$ cat src/rtl/ctl_latch_pkg.sv
package ctl_latch_pkg;
  localparam int unsigned DEF_ADDR_W   = 6;
  localparam int unsigned DEF_SYNC_N   = 2;
  localparam int unsigned DEF_VOL_LO   = 'h17;
  localparam int unsigned DEF_VOL_HI   = 'h1F;

  typedef enum logic [1:0] {
    CMD_IDLE  = 2'd0,
    CMD_WRITE = 2'd1,
    CMD_CLEAR = 2'd2
  } cmd_e;
endpackage

$ cat src/rtl/clb_rst_sync.sv
module clb_rst_sync #(
  parameter int unsigned STAGES = 2
) (
  input  logic clk,
  input  logic rst_n,
  output logic rst_n_sync
);
  logic [STAGES-1:0] chain_q;
  logic [STAGES-1:0] chain_d;

  always_comb begin
    chain_d = {chain_q[STAGES-2:0], 1'b1};
  end

  always_ff @(posedge clk or negedge rst_n) begin
    if (!rst_n) chain_q <= '0;
    else        chain_q <= chain_d;
  end

  assign rst_n_sync = chain_q[STAGES-1];
endmodule

$ cat src/rtl/clb_sync.sv
module clb_sync #(
  parameter int unsigned WIDTH  = 3,
  parameter int unsigned STAGES = 2
) (
  input  logic             clk,
  input  logic             rst_n,
  input  logic [WIDTH-1:0] pin_i,
  output logic [WIDTH-1:0] sync_o
);
  logic [WIDTH-1:0] stage_q [STAGES];
  logic [WIDTH-1:0] stage_d [STAGES];

  for (genvar s = 0; s < STAGES; s++) begin : g_stage
    if (s == 0) begin : g_first
      always_comb stage_d[s] = pin_i;
    end else begin : g_next
      always_comb stage_d[s] = stage_q[s-1];
    end
    always_ff @(posedge clk or negedge rst_n) begin
      if (!rst_n) stage_q[s] <= '0;
      else        stage_q[s] <= stage_d[s];
    end
  end

  assign sync_o = stage_q[STAGES-1];
endmodule

$ cat src/rtl/clb_edge.sv
module clb_edge #(
  parameter int unsigned WIDTH = 2
) (
  input  logic             clk,
  input  logic             rst_n,
  input  logic [WIDTH-1:0] lvl_i,
  output logic [WIDTH-1:0] rise_o
);
  logic [WIDTH-1:0] prev_q;
  logic [WIDTH-1:0] prev_d;

  always_comb begin
    prev_d = lvl_i;
    rise_o = lvl_i & ~prev_q;
  end

  always_ff @(posedge clk or negedge rst_n) begin
    if (!rst_n) prev_q <= '0;
    else        prev_q <= prev_d;
  end

  for (genvar b = 0; b < WIDTH; b++) begin : g_chk
    // a detected rise lasts exactly one system cycle
    p_rise_single_r8: assert property (@(posedge clk) disable iff (!rst_n)
      rise_o[b] |=> !rise_o[b]);
  end
endmodule

$ cat src/rtl/clb_shifter.sv
module clb_shifter #(
  parameter int unsigned FRAME_W = 7
) (
  input  logic               clk,
  input  logic               rst_n,
  input  logic               shift_en,
  input  logic               din,
  output logic [FRAME_W-1:0] frame_o
);
  logic [FRAME_W-1:0] sr_q;
  logic [FRAME_W-1:0] sr_d;

  always_comb begin
    sr_d = sr_q;
    if (shift_en) sr_d = {sr_q[FRAME_W-2:0], din};
  end

  always_ff @(posedge clk or negedge rst_n) begin
    if (!rst_n) sr_q <= '0;
    else        sr_q <= sr_d;
  end

  assign frame_o = sr_q;

  // the newest serial bit lands in the value position
  p_newest_bit_r2: assert property (@(posedge clk) disable iff (!rst_n)
    shift_en |=> (frame_o[0] == $past(din)));
  // older bits move up by one on every shift
  p_age_shift_r6: assert property (@(posedge clk) disable iff (!rst_n)
    shift_en |=> (frame_o[FRAME_W-1:1] == $past(frame_o[FRAME_W-2:0])));
  p_idle_hold_r3: assert property (@(posedge clk) disable iff (!rst_n)
    !shift_en |=> $stable(frame_o));
endmodule

$ cat src/rtl/clb_latch_array.sv
module clb_latch_array
  import ctl_latch_pkg::*;
#(
  parameter int unsigned ADDR_W = 6,
  localparam int unsigned LATCH_N = 1 << ADDR_W
) (
  input  logic               clk,
  input  logic               rst_n,
  input  logic               commit,
  input  logic [ADDR_W-1:0]  addr,
  input  logic               val,
  output logic [LATCH_N-1:0] q_o
);
  cmd_e               cmd;
  logic [LATCH_N-1:0] sel;
  logic [LATCH_N-1:0] q_q;
  logic [LATCH_N-1:0] q_d;
  logic [LATCH_N-1:0] q_en;

  always_comb begin
    cmd = CMD_IDLE;
    if (commit) cmd = (addr == '0) ? CMD_CLEAR : CMD_WRITE;
  end

  for (genvar g = 0; g < LATCH_N; g++) begin : g_bit
    always_comb begin
      sel[g]  = (addr == ADDR_W'(g));
      q_en[g] = (cmd == CMD_CLEAR) || ((cmd == CMD_WRITE) && sel[g]);
      q_d[g]  = (cmd == CMD_CLEAR) ? 1'b0 : val;
    end
    always_ff @(posedge clk or negedge rst_n) begin
      if (!rst_n)       q_q[g] <= 1'b0;
      else if (q_en[g]) q_q[g] <= q_d[g];
    end
  end

  assign q_o = q_q;

  p_hold_r3: assert property (@(posedge clk) disable iff (!rst_n)
    !commit |=> $stable(q_o));
  p_write_r4: assert property (@(posedge clk) disable iff (!rst_n)
    (commit && addr != '0) |=> (q_o[$past(addr)] == $past(val)));
  p_single_r4: assert property (@(posedge clk) disable iff (!rst_n)
    (commit && addr != '0) |=> ($countones(q_o ^ $past(q_o)) <= 1));
  p_clear_r5: assert property (@(posedge clk) disable iff (!rst_n)
    (commit && addr == '0) |=> (q_o == '0));
endmodule

$ cat src/rtl/ctl_latch_bank.sv
module ctl_latch_bank
  import ctl_latch_pkg::*;
#(
  parameter int unsigned ADDR_W  = DEF_ADDR_W,
  parameter int unsigned SYNC_N  = DEF_SYNC_N,
  parameter int unsigned VOL_LO  = DEF_VOL_LO,
  parameter int unsigned VOL_HI  = DEF_VOL_HI,
  localparam int unsigned FRAME_W = ADDR_W + 1,
  localparam int unsigned LATCH_N = 1 << ADDR_W
) (
  input  logic               clk,
  input  logic               rst_n,
  input  logic               ser_clk,
  input  logic               ser_dat,
  input  logic               ser_stb,
  output logic [LATCH_N-1:0] latch_q,
  output logic               vol_boost_hi
);
  logic               rst_n_i;
  logic [2:0]         pins_s;
  logic [1:0]         rise;
  logic [FRAME_W-1:0] frame;

  clb_rst_sync #(.STAGES(SYNC_N)) u_rst (
    .clk(clk), .rst_n(rst_n), .rst_n_sync(rst_n_i)
  );

  clb_sync #(.WIDTH(3), .STAGES(SYNC_N)) u_sync (
    .clk(clk), .rst_n(rst_n_i),
    .pin_i({ser_stb, ser_clk, ser_dat}), .sync_o(pins_s)
  );

  clb_edge #(.WIDTH(2)) u_edge (
    .clk(clk), .rst_n(rst_n_i), .lvl_i(pins_s[2:1]), .rise_o(rise)
  );

  clb_shifter #(.FRAME_W(FRAME_W)) u_shift (
    .clk(clk), .rst_n(rst_n_i), .shift_en(rise[0]),
    .din(pins_s[0]), .frame_o(frame)
  );

  clb_latch_array #(.ADDR_W(ADDR_W)) u_latch (
    .clk(clk), .rst_n(rst_n_i), .commit(rise[1]),
    .addr(frame[FRAME_W-1:1]), .val(frame[0]), .q_o(latch_q)
  );

  assign vol_boost_hi = latch_q[VOL_HI] & latch_q[VOL_LO];

  p_vol_gate_r7: assert property (@(posedge clk) disable iff (!rst_n_i)
    vol_boost_hi |-> latch_q[VOL_LO]);
  p_reset_clear_r1: assert property (@(posedge clk)
    !rst_n_i |-> (latch_q == '0));
endmodule

$ cat config.mk
export PLATFORM = sky130hd
export DESIGN_NAME = ctl_latch_bank
export DESIGN_NICKNAME = d
export VERILOG_FILES = /design/src/rtl/ctl_latch_pkg.sv /design/src/rtl/clb_rst_sync.sv /design/src/rtl/clb_sync.sv /design/src/rtl/clb_edge.sv /design/src/rtl/clb_shifter.sv /design/src/rtl/clb_latch_array.sv /design/src/rtl/ctl_latch_bank.sv
export SDC_FILE = /design/constraint.sdc
export NUM_CORES = 1
export LEC_CHECK = 0
export ABC_CLOCK_PERIOD_IN_PS = 3100
export BUFFER_PORTS_ARGS = -buffer_cell sky130_fd_sc_hd__buf_4
export CAP_MARGIN = 20
export CORE_ASPECT_RATIO = 1.25
export CORE_UTILIZATION = 56
export CTS_CLUSTER_DIAMETER = 150
export DETAILED_ROUTE_END_ITERATION = 8
export PLACE_DENSITY = 0.8
export SYNTH_ARGS = -nofsm -noshare
export SYNTH_HDL_FRONTEND = slang
export SYNTH_SLANG_ARGS = --single-unit
$ cat constraint.sdc
create_clock -name clk -period 3.1 [get_ports clk]
set_input_delay 0.155 -clock clk [delete_from_list [all_inputs] [get_ports clk]]
set_output_delay 0.155 -clock clk [all_outputs]
set_load 0.01 [all_outputs]
* Word-level counts from Yosys, hierarchy flattened
Cells that the tools add are included.
Operators by class: add/sub/neg operators 0, multipliers 0, divide/modulo/power cells 0, order comparisons 0, eq/ne operators 65, shift-type cells 0, muxes and demuxes 3, bitwise gates (word level) 3, reductions and logical operators 129
Operator list (number):
- 6-bit == test (second input constant) | 32
- 6-bit by 5-bit == test with 1-bit output (second input constant) | 16
- 1-bit logical AND | 64
- 1-bit logical OR | 64
- 6-bit by 4-bit == test with 1-bit output (second input constant) | 8
- 6-bit by 3-bit == test with 1-bit output (second input constant) | 4
- 6-bit by 2-bit == test with 1-bit output (second input constant) | 2
- 6-bit by 1-bit == test with 1-bit output (second input constant) | 1
- 6-bit logical NOT | 1
- 2-bit two-way mux | 2
- 2-bit bitwise AND | 1
- 2-bit by 1-bit == test with 1-bit output (second input constant) | 1
- 2-bit == test (second input constant) | 1
- 2-bit NOT | 1
- 1-bit bitwise AND | 1
- 1-bit two-way mux | 1
Storage, ports and cells: register bits after elaboration 81, latch bits 0, bits in writable memories 0, bits in read-only memories 0, memories kept 0

* Logic depth before layout (Yosys ltp)
Gate-level depths: netlist (run 1).
depth in word-level cells 6, gate-level depth with buffers 6, gate-level depth less buffers 3

* By module
From an unflattened synthesis (run 1), not the netlist that was laid out.
Unflattened totals: cell total of the unflattened synthesis 376, area, all modules 4063.9 um2
By module, submodules not included:
- clb_latch_array | times used 1, cells each 347, area an instance 3484.6 um2
- clb_shifter | times used 1, cells each 15, area an instance 291.5 um2
- clb_sync | times used 1, cells each 6, area an instance 150.1 um2
- clb_edge | times used 1, cells each 4, area an instance 77.6 um2
- clb_rst_sync | times used 1, cells each 3, area an instance 53.8 um2
- ctl_latch_bank | times used 1, cells each 1, area an instance 6.3 um2

* Worst setup path before layout (run 1)
Ideal clock, no wire load.
path kind flip-flop to flip-flop, from reg u_edge.prev_q[1], to reg u_latch.q_q[32], in the netlist u_latch.q_o[32], library setup time 141 ps, arrival time 1583 ps, setup slack 1376 ps, cell stages (with the launch flop) 7, path buffers 3, period minus slack after synthesis 1724 ps, cells stage by stage dfrtp_1 buf_6 or4b_1 buf_4 buf_6 o31ai_2 o41ai_2
Between the ends: longest elaborated chain between the ends 6, elaborated cells between the ends (all ways) 8, those cells by class 2 x eq/ne; 2 x mux; 2 x bitwise; 2 x reduce/logical
RTL lines:
- start: declaration | RTL line clb_edge.sv:9 | logic [WIDTH-1:0] prev_q;
- start signal: assignment | RTL line clb_edge.sv:19 | else prev_q <= prev_d;
- 2-bit NOT * | RTL line clb_edge.sv:14 | rise_o = lvl_i & ~prev_q;
- 2-bit bitwise AND * | RTL line clb_edge.sv:14
- 2-bit two-way mux * | RTL line clb_latch_array.sv:22 | if (commit) cmd = (addr == '0) ? CMD_CLEAR : CMD_WRITE;
- 2-bit by 1-bit == test with 1-bit output | RTL line clb_latch_array.sv:28 | q_en[g] = (cmd == CMD_CLEAR) || ((cmd == CMD_WRITE) && sel[g]);
- 1-bit logical AND | RTL line clb_latch_array.sv:28
- 1-bit logical OR | RTL line clb_latch_array.sv:28
- end signal: indexed assignment | RTL line clb_latch_array.sv:33 | else if (q_en[g]) q_q[g] <= q_d[g];
- end: declaration | RTL line clb_latch_array.sv:16 | logic [LATCH_N-1:0] q_q;
Every way passes the cells marked *; elsewhere a longest branch is shown, timed or not. A chain may end at the register's enable or synchronous reset.

* Worst setup path after layout (run 1)
from reg u_shift.sr_q[5], in the netlist u_shift.frame_o[5], to reg u_latch.q_q[1], in the netlist u_latch.q_o[1]
Between the ends: longest elaborated chain between the ends 6, elaborated cells between the ends (all ways) 9, those cells by class 3 x eq/ne; 3 x mux; 3 x reduce/logical
RTL lines:
- start: declaration | RTL line clb_shifter.sv:10 | logic [FRAME_W-1:0] sr_q;
- start signal: assignment | RTL line clb_shifter.sv:20 | else sr_q <= sr_d;
- 6-bit logical NOT | RTL line clb_latch_array.sv:22
- 2-bit two-way mux (2 in series) | RTL line clb_latch_array.sv:22
- 2-bit by 1-bit == test with 1-bit output | RTL line clb_latch_array.sv:28
- 1-bit logical AND | RTL line clb_latch_array.sv:28
- 1-bit logical OR | RTL line clb_latch_array.sv:28
Parallel ways exist; a longest one is shown, timed or not.

==> impl_metrics.env, run 1 <==
export IMPL_crit_family="flip-flops"
export IMPL_finalHoldViolations=0
export IMPL_dpl_worst_slack_ps=1040
export IMPL_rows=33
export IMPL_dieArea_um2=7440
export IMPL_setup_violations=0
export IMPL_p_sw_frac=0.353
export IMPL_fin_nets=423
export IMPL_synth_edf_count=0
export IMPL_synthFlopType="dfrtp_1"
export IMPL_clockBufferDepth=2
export IMPL_cp_slowest_cell="dfrtp_1"
export IMPL_synthCells=367
export IMPL_first_iter_violations=523
export IMPL_cp_required_ps=3320
export IMPL_slowest_delay_ps=660
export IMPL_skew_ps=13.0
export IMPL_final_cell_mix="buf_4, dfrtp_1, o21ai_0"
export IMPL_pin_count=70
export IMPL_ys_ff_latch=81
export IMPL_grt_usage=0.268
export IMPL_dr_pass1_iters=5
export IMPL_routed_wl_um=9440
export IMPL_final_cells=509
export IMPL_cp_arrival_ps=2290
export IMPL_syn_avg_cell_area_um2=10.8
export IMPL_cts_tree="built"
export IMPL_whs_ps=116
export IMPL_grt_max_degree=80
export IMPL_cts_made_buffers=9
export IMPL_synth_top_area_share=0.510
export IMPL_outcome="finished clean"
export IMPL_async_reset_ff_frac=1.00
export IMPL_cp_start_kind="register"
export IMPL_crit_type="register to register"
export IMPL_power_density_nw_per_um2=702
export IMPL_finalCritPeriodShare=0.667
export IMPL_clk_latency_ps=360
export IMPL_path_cells="or4_1 -> buf_4 -> o31ai_1 -> o31ai_1"
export IMPL_grt_overflow_total=0
export IMPL_leakage_uw=0.00210
export IMPL_cap_violations=0
export IMPL_die_w_um=77.3
export IMPL_irDropWorstVdd_mv=0.567
export IMPL_switching_power_uw=1180
export IMPL_yosysUniqueCellTypes=48
export IMPL_relSlewSlack=0.492
export IMPL_holdCritPathClass="input port to asynchronous set/reset pin"
export IMPL_fin_util=0.710
export IMPL_tightest_slew_ps=762
export IMPL_postLayoutSetupSlackWorst_ps=1030
export IMPL_cts_sinks=81
export IMPL_max_freq_ghz=0.483
export IMPL_die_h_um=96.2
export IMPL_fp_coreArea_um2=6690
export IMPL_port_buffers=69
export IMPL_synth_top_cell_by_area="dfrtp_1"
export IMPL_power_share_clock=0.270
export IMPL_vias=3228
export IMPL_rsz0062_at_grt="no"
export IMPL_fin_tns_setup_ps=0
export IMPL_grt_first_pass_wirelength_um=15400
export IMPL_seqPwrFrac=0.409
export IMPL_synthTopCellsByArea="dfrtp_1, o31ai_1, o221ai_1"
export IMPL_synth_seq_area_share=0.510
export IMPL_dpl_hpwl_um=5810
export IMPL_drcViolationCount=0
export IMPL_place_gp_congestion=0.852
export IMPL_ant_nets=0
export IMPL_start_util=0.594
export IMPL_path_buf_inv=1
export IMPL_final_max_slew_violation_count=0
export IMPL_rrSetupSlack_ps=1030
export IMPL_root_buffer="clkbuf_8"
export IMPL_finalCriticalPeriod_ps=2070
export IMPL_ys_warn_count=0
export IMPL_combPwrFrac=0.321
export IMPL_syn_nets=372
export IMPL_cp_max_fo=27
export IMPL_grt_pass1_vias=3055
export IMPL_placed_cells=489
export IMPL_final_layout_size_suffix_gt1_frac=0.270
export IMPL_end_kind="register"
export IMPL_via_per_inst=6.34
export IMPL_h_tree_depth=3
export IMPL_internal_power_uw=2150
export IMPL_cts_repair_resized=0
export IMPL_diodes=0
export IMPL_path_clk_slew_ps=80
export IMPL_cp_common_cell="o31ai_1"
export IMPL_synthToLayoutAreaGrowth_pct=19.4
export IMPL_synth_area_um2=3970
export IMPL_drt_wirelength_per_cell_um=18.5
export IMPL_grt_antenna_before_repair=0
export IMPL_mostFrequentLayoutCell="buf_4"
## registers in the layout, summed over array words and instances (netlist names)
signal and count:
u_rst.chain_q 2, u_latch.q_o 64, u_sync.stage_d 3, u_edge.prev_q 2
u_shift.frame_o 7, u_sync.sync_o 3
## path summary, 6_finish.rpt
path,startpoint,cells past startpoint,end
min reg2reg,u_rst.chain_q[1]$_DFF_PN0_,0,u_latch.q_o[0]$_DFFE_PN0P_
max reg2reg,u_shift.frame_o[5]$_DFFE_PN0P_,4,u_latch.q_o[1]$_DFFE_PN0P_
min in group clk,u_sync.stage_d[1]$_DFF_PN0_,0,u_sync.sync_o[1]$_DFF_PN0_
max,u_shift.frame_o[5]$_DFFE_PN0P_,4,u_latch.q_o[1]$_DFFE_PN0P_
max in group asynchronous,u_rst.chain_q[1]$_DFF_PN0_,1,u_shift.frame_o[6]$_DFFE_PN0P_
min,rst_n,2,u_rst.chain_q[1]$_DFF_PN0_
## repair_timing
action | in CTS | in global routing
setup endpoints to repair | 0 | 0
endpoints found under the hold margin | 5 | 0
hold buffers | 4 | 0
buffers inserted | 0 | 0
## per-stage QoR
| stage | instance area (µm²) | total power, µW |
|---|---|---|
| 4_1_cts | 4720 | 3330 |
| 3_5_place_dp | 4450 | 2430 |
| 6_report | 4750 | 3330 |
| 5_1_grt | 4750 | 3490 |
| 3_3_place_gp | 4450 | 2400 |
| 2_1_floorplan | 3970 | 2100 |
## cell families (layout without fill, tap and decap cells)
group,after synthesis,after routing,share of synthesized area
other cells,1,1,0.000944
buf+inv,49,104,0.0652
flops,81,81,0.510
simple gates,102,102,0.180
compound gates,121,121,0.209
mux,13,13,0.0343
## cell type report
type	count	area [µm²]
Sequential cell	81	2030
Fill cell	482	1940
Multi-Input combinational cell	237	1690
Timing Repair Buffer	86	676
Clock buffer	9	124
Tap cell	87	109
Clock inverter	6	108
Inverter	3	11.3
## routing by layer
metal | vias to the layer above | GRT usage | routed length [µm]
li1 | 1500 | - | -
met1 | 1594 | 0.341 | 3960
met2 | 122 | 0.468 | 4820
met3 | 12 | 0.0398 | 535
met4 | 0 | 0.0928 | 126
met5 | - | 0 | 0
## power groups by stage
stage | Clock, µW | Sequential [µW] | Combinational (µW)
floorplan | 0 | 1380 | 722
global placement | 0 | 1390 | 1010
detailed placement | 0 | 1400 | 1030
CTS | 908 | 1380 | 1040
global route | 951 | 1380 | 1150
finish | 898 | 1360 | 1070
## Yosys cell counts (all sizes together), types with 3 or more instances
| cell type | n |
|---|---|
| nand4bb | 8 |
| a21oi | 26 |
| mux2i | 8 |
| inv | 3 |
| and2 | 3 |
| nand4 | 6 |
| dfrtp | 81 |
| nor4b | 5 |
| nor2 | 4 |
| a32o | 3 |
| o31ai | 25 |
| o21ai | 37 |
| o221ai | 17 |
| or3 | 7 |
| and4b | 4 |
| nand4b | 5 |
| mux2 | 5 |
| nand3 | 25 |
| buf | 24 |
| or4b | 4 |
| o41ai | 6 |
| nor2b | 6 |
| nand2b | 4 |
| nand2 | 12 |
| clkbuf | 22 |
| nor4bb | 3 |
No activity file was read; power rests on OpenSTA's default activity.
==> run 2, diff against run 1 <==
- ABC_CLOCK_PERIOD_IN_PS: 3100 -> 1980
- clock period: 3.1 -> 1.98 ns (I/O delays scaled with it)
==> run 2 against run 1 <==
  * Utilization up 1.8 points
  * Sequential power up 51%
  * Count of clock-buffer cells in the layout up 2
  * Total power up 55%
  * Flip-flop and latch count unchanged
  * Combinational power up 78%
  * Worst setup slack worse by 810 ps
  * Fmax up 18%
  * Non-clock buffer count up 17
  * Largest cell class unchanged
  * Highest routed layer unchanged
==> impl_metrics.env, run 2 (synthesis results as in run 1) <==
export IMPL_outcome="finished clean"
export IMPL_r2r_start="u_shift.frame_o[2]$_DFFE_PN0P_"
export IMPL_final_cell_mix="buf_4, dfrtp_1, o21ai_0"
export IMPL_h_tree_depth=3
export IMPL_power_density_nw_per_um2=1060
export IMPL_skew_ps=7.64
export IMPL_finalCriticalPeriod_ps=1760
export IMPL_leakage_uw=0.00217
export IMPL_first_iter_violations=376
export IMPL_dieArea_um2=7440
export IMPL_startpoint="u_shift.frame_o[2]$_DFFE_PN0P_"
export IMPL_clockBufferDepth=2
export IMPL_cap_violations=0
export IMPL_holdCritPathClass="input port to asynchronous set/reset pin"
export IMPL_crit_type="register to register"
export IMPL_worst_r2r_path_depth=4
export IMPL_drcViolationCount=0
export IMPL_path_clk_slew_ps=80
export IMPL_via_per_inst=6.43
export IMPL_die_h_um=96.2
export IMPL_tightest_slew_ps=583
export IMPL_total_power_uw=5170
export IMPL_whs_ps=50.3
export IMPL_cts_tree="built"
export IMPL_rrSetupSlack_ps=220
export IMPL_cp_max_fo=16
export IMPL_root_buffer="clkbuf_8"
export IMPL_finalCritPeriodShare=0.887
export IMPL_cp_required_ps=2270
export IMPL_place_gp_congestion=0.835
export IMPL_diodes=0
export IMPL_port_buffers=69
export IMPL_grt_usage=0.274
export IMPL_mostFrequentLayoutCell="buf_4"
export IMPL_cp_start_kind="register"
export IMPL_setup_violations=0
export IMPL_fp_coreArea_um2=6690
export IMPL_die_w_um=77.3
export IMPL_routed_wl_um=9560
export IMPL_register_area_um2=2030
export IMPL_grt_overflow_total=0
export IMPL_final_max_slew_violation_count=0
export IMPL_rows=33
export IMPL_irDropWorstVdd_mv=0.987
export IMPL_r2r_end="u_latch.q_o[12]$_DFFE_PN0P_"
export IMPL_drt_wirelength_per_cell_um=18.1
export IMPL_final_cell_area_um2=4870
export IMPL_rsz0062_at_grt="no"
export IMPL_dpl_hpwl_um=6410
export IMPL_pin_count=70
export IMPL_clk_latency_ps=360
export IMPL_fin_nets=440
export IMPL_relSlewSlack=0.608
export IMPL_fin_util=0.728
export IMPL_finalHoldViolations=0
export IMPL_largest_register_ffs=64
export IMPL_cts_sinks=81
export IMPL_dr_pass1_iters=5
export IMPL_grt_antenna_before_repair=0
export IMPL_start_util=0.594
export IMPL_post_cts_setup_buffers=0
export IMPL_vias=3387
export IMPL_end_kind="register"
export IMPL_multi_input_area_um2=1690
export IMPL_grt_pass1_vias=3193
export IMPL_ant_nets=0
export IMPL_grt_max_degree=46
export IMPL_fillers=488
export IMPL_cp_arrival_ps=2050
export IMPL_grt_first_pass_wirelength_um=15800
export IMPL_placed_cell_area_um2=4630
export IMPL_max_freq_ghz=0.570
export IMPL_synthToLayoutAreaGrowth_pct=22.5
export IMPL_cts_made_buffers=9
export IMPL_final_layout_size_suffix_gt1_frac=0.298
export IMPL_crit_end="u_latch.q_o[12]$_DFFE_PN0P_"
export IMPL_fin_tns_setup_ps=0
[run 2: through the flow]
step,cells,worst slack (ps)
2_1_floorplan,367,256
3_3_place_gp,507,312
3_5_place_dp,507,242
4_1_cts,527,234
5_1_grt,527,133
6_report,527,224
[run 2: worst min-delay path by stage]
| stage | start | end | cells after the start |
|---|---|---|---|
| after CTS | rst_n | u_rst.chain_q[1]$_DFF_PN0_ | 2 |
| after global placement | rst_n | u_rst.chain_q[0]$_DFF_PN0_ | 1 |
| after floorplan | rst_n | u_rst.chain_q[0]$_DFF_PN0_ | 0 |
| after global routing | rst_n | u_rst.chain_q[1]$_DFF_PN0_ | 2 |
| after detailed placement | rst_n | u_rst.chain_q[0]$_DFF_PN0_ | 1 |
| final | rst_n | u_rst.chain_q[1]$_DFF_PN0_ | 2 |
[run 2: worst max-delay path, stage by stage (launching register included)]
cell,delay (ps)
dfrtp_1,420
or4b_1,550
buf_4,230
o41ai_2,300
a22o_1,200
[run 2: routing by layer]
metal	part of all wire	track usage	vias to the layer above
li1	-	-	1543
met2	0.51	0.468	148
met4	0.021	0.129	0
met1	0.41	0.344	1676
met5	0	0	-
met3	0.059	0.0436	20
[run 2: power breakdown]
part | switching (µW) | total (µW) | internal [µW]
clock | 599 | 1210 | 613
sequential | 173 | 2060 | 1890
combinational | 1110 | 1900 | 786
total | 1880 | 5170 | 3290
[run 2: what timing repair did]
item / in CTS / in global routing
endpoints found under the hold margin: 5 / 0
hold buffers: 4 / 0
resized for setup: 0 / 0
[run 2: cell type report]
class                   count  area share
multi-input cells         237       0.347
inverters                   3     0.00231
clock inverters             5      0.0113
repair buffers            103       0.171
clock buffers              11      0.0290
flip-flops and latches     81       0.417
well taps                  87      0.0224
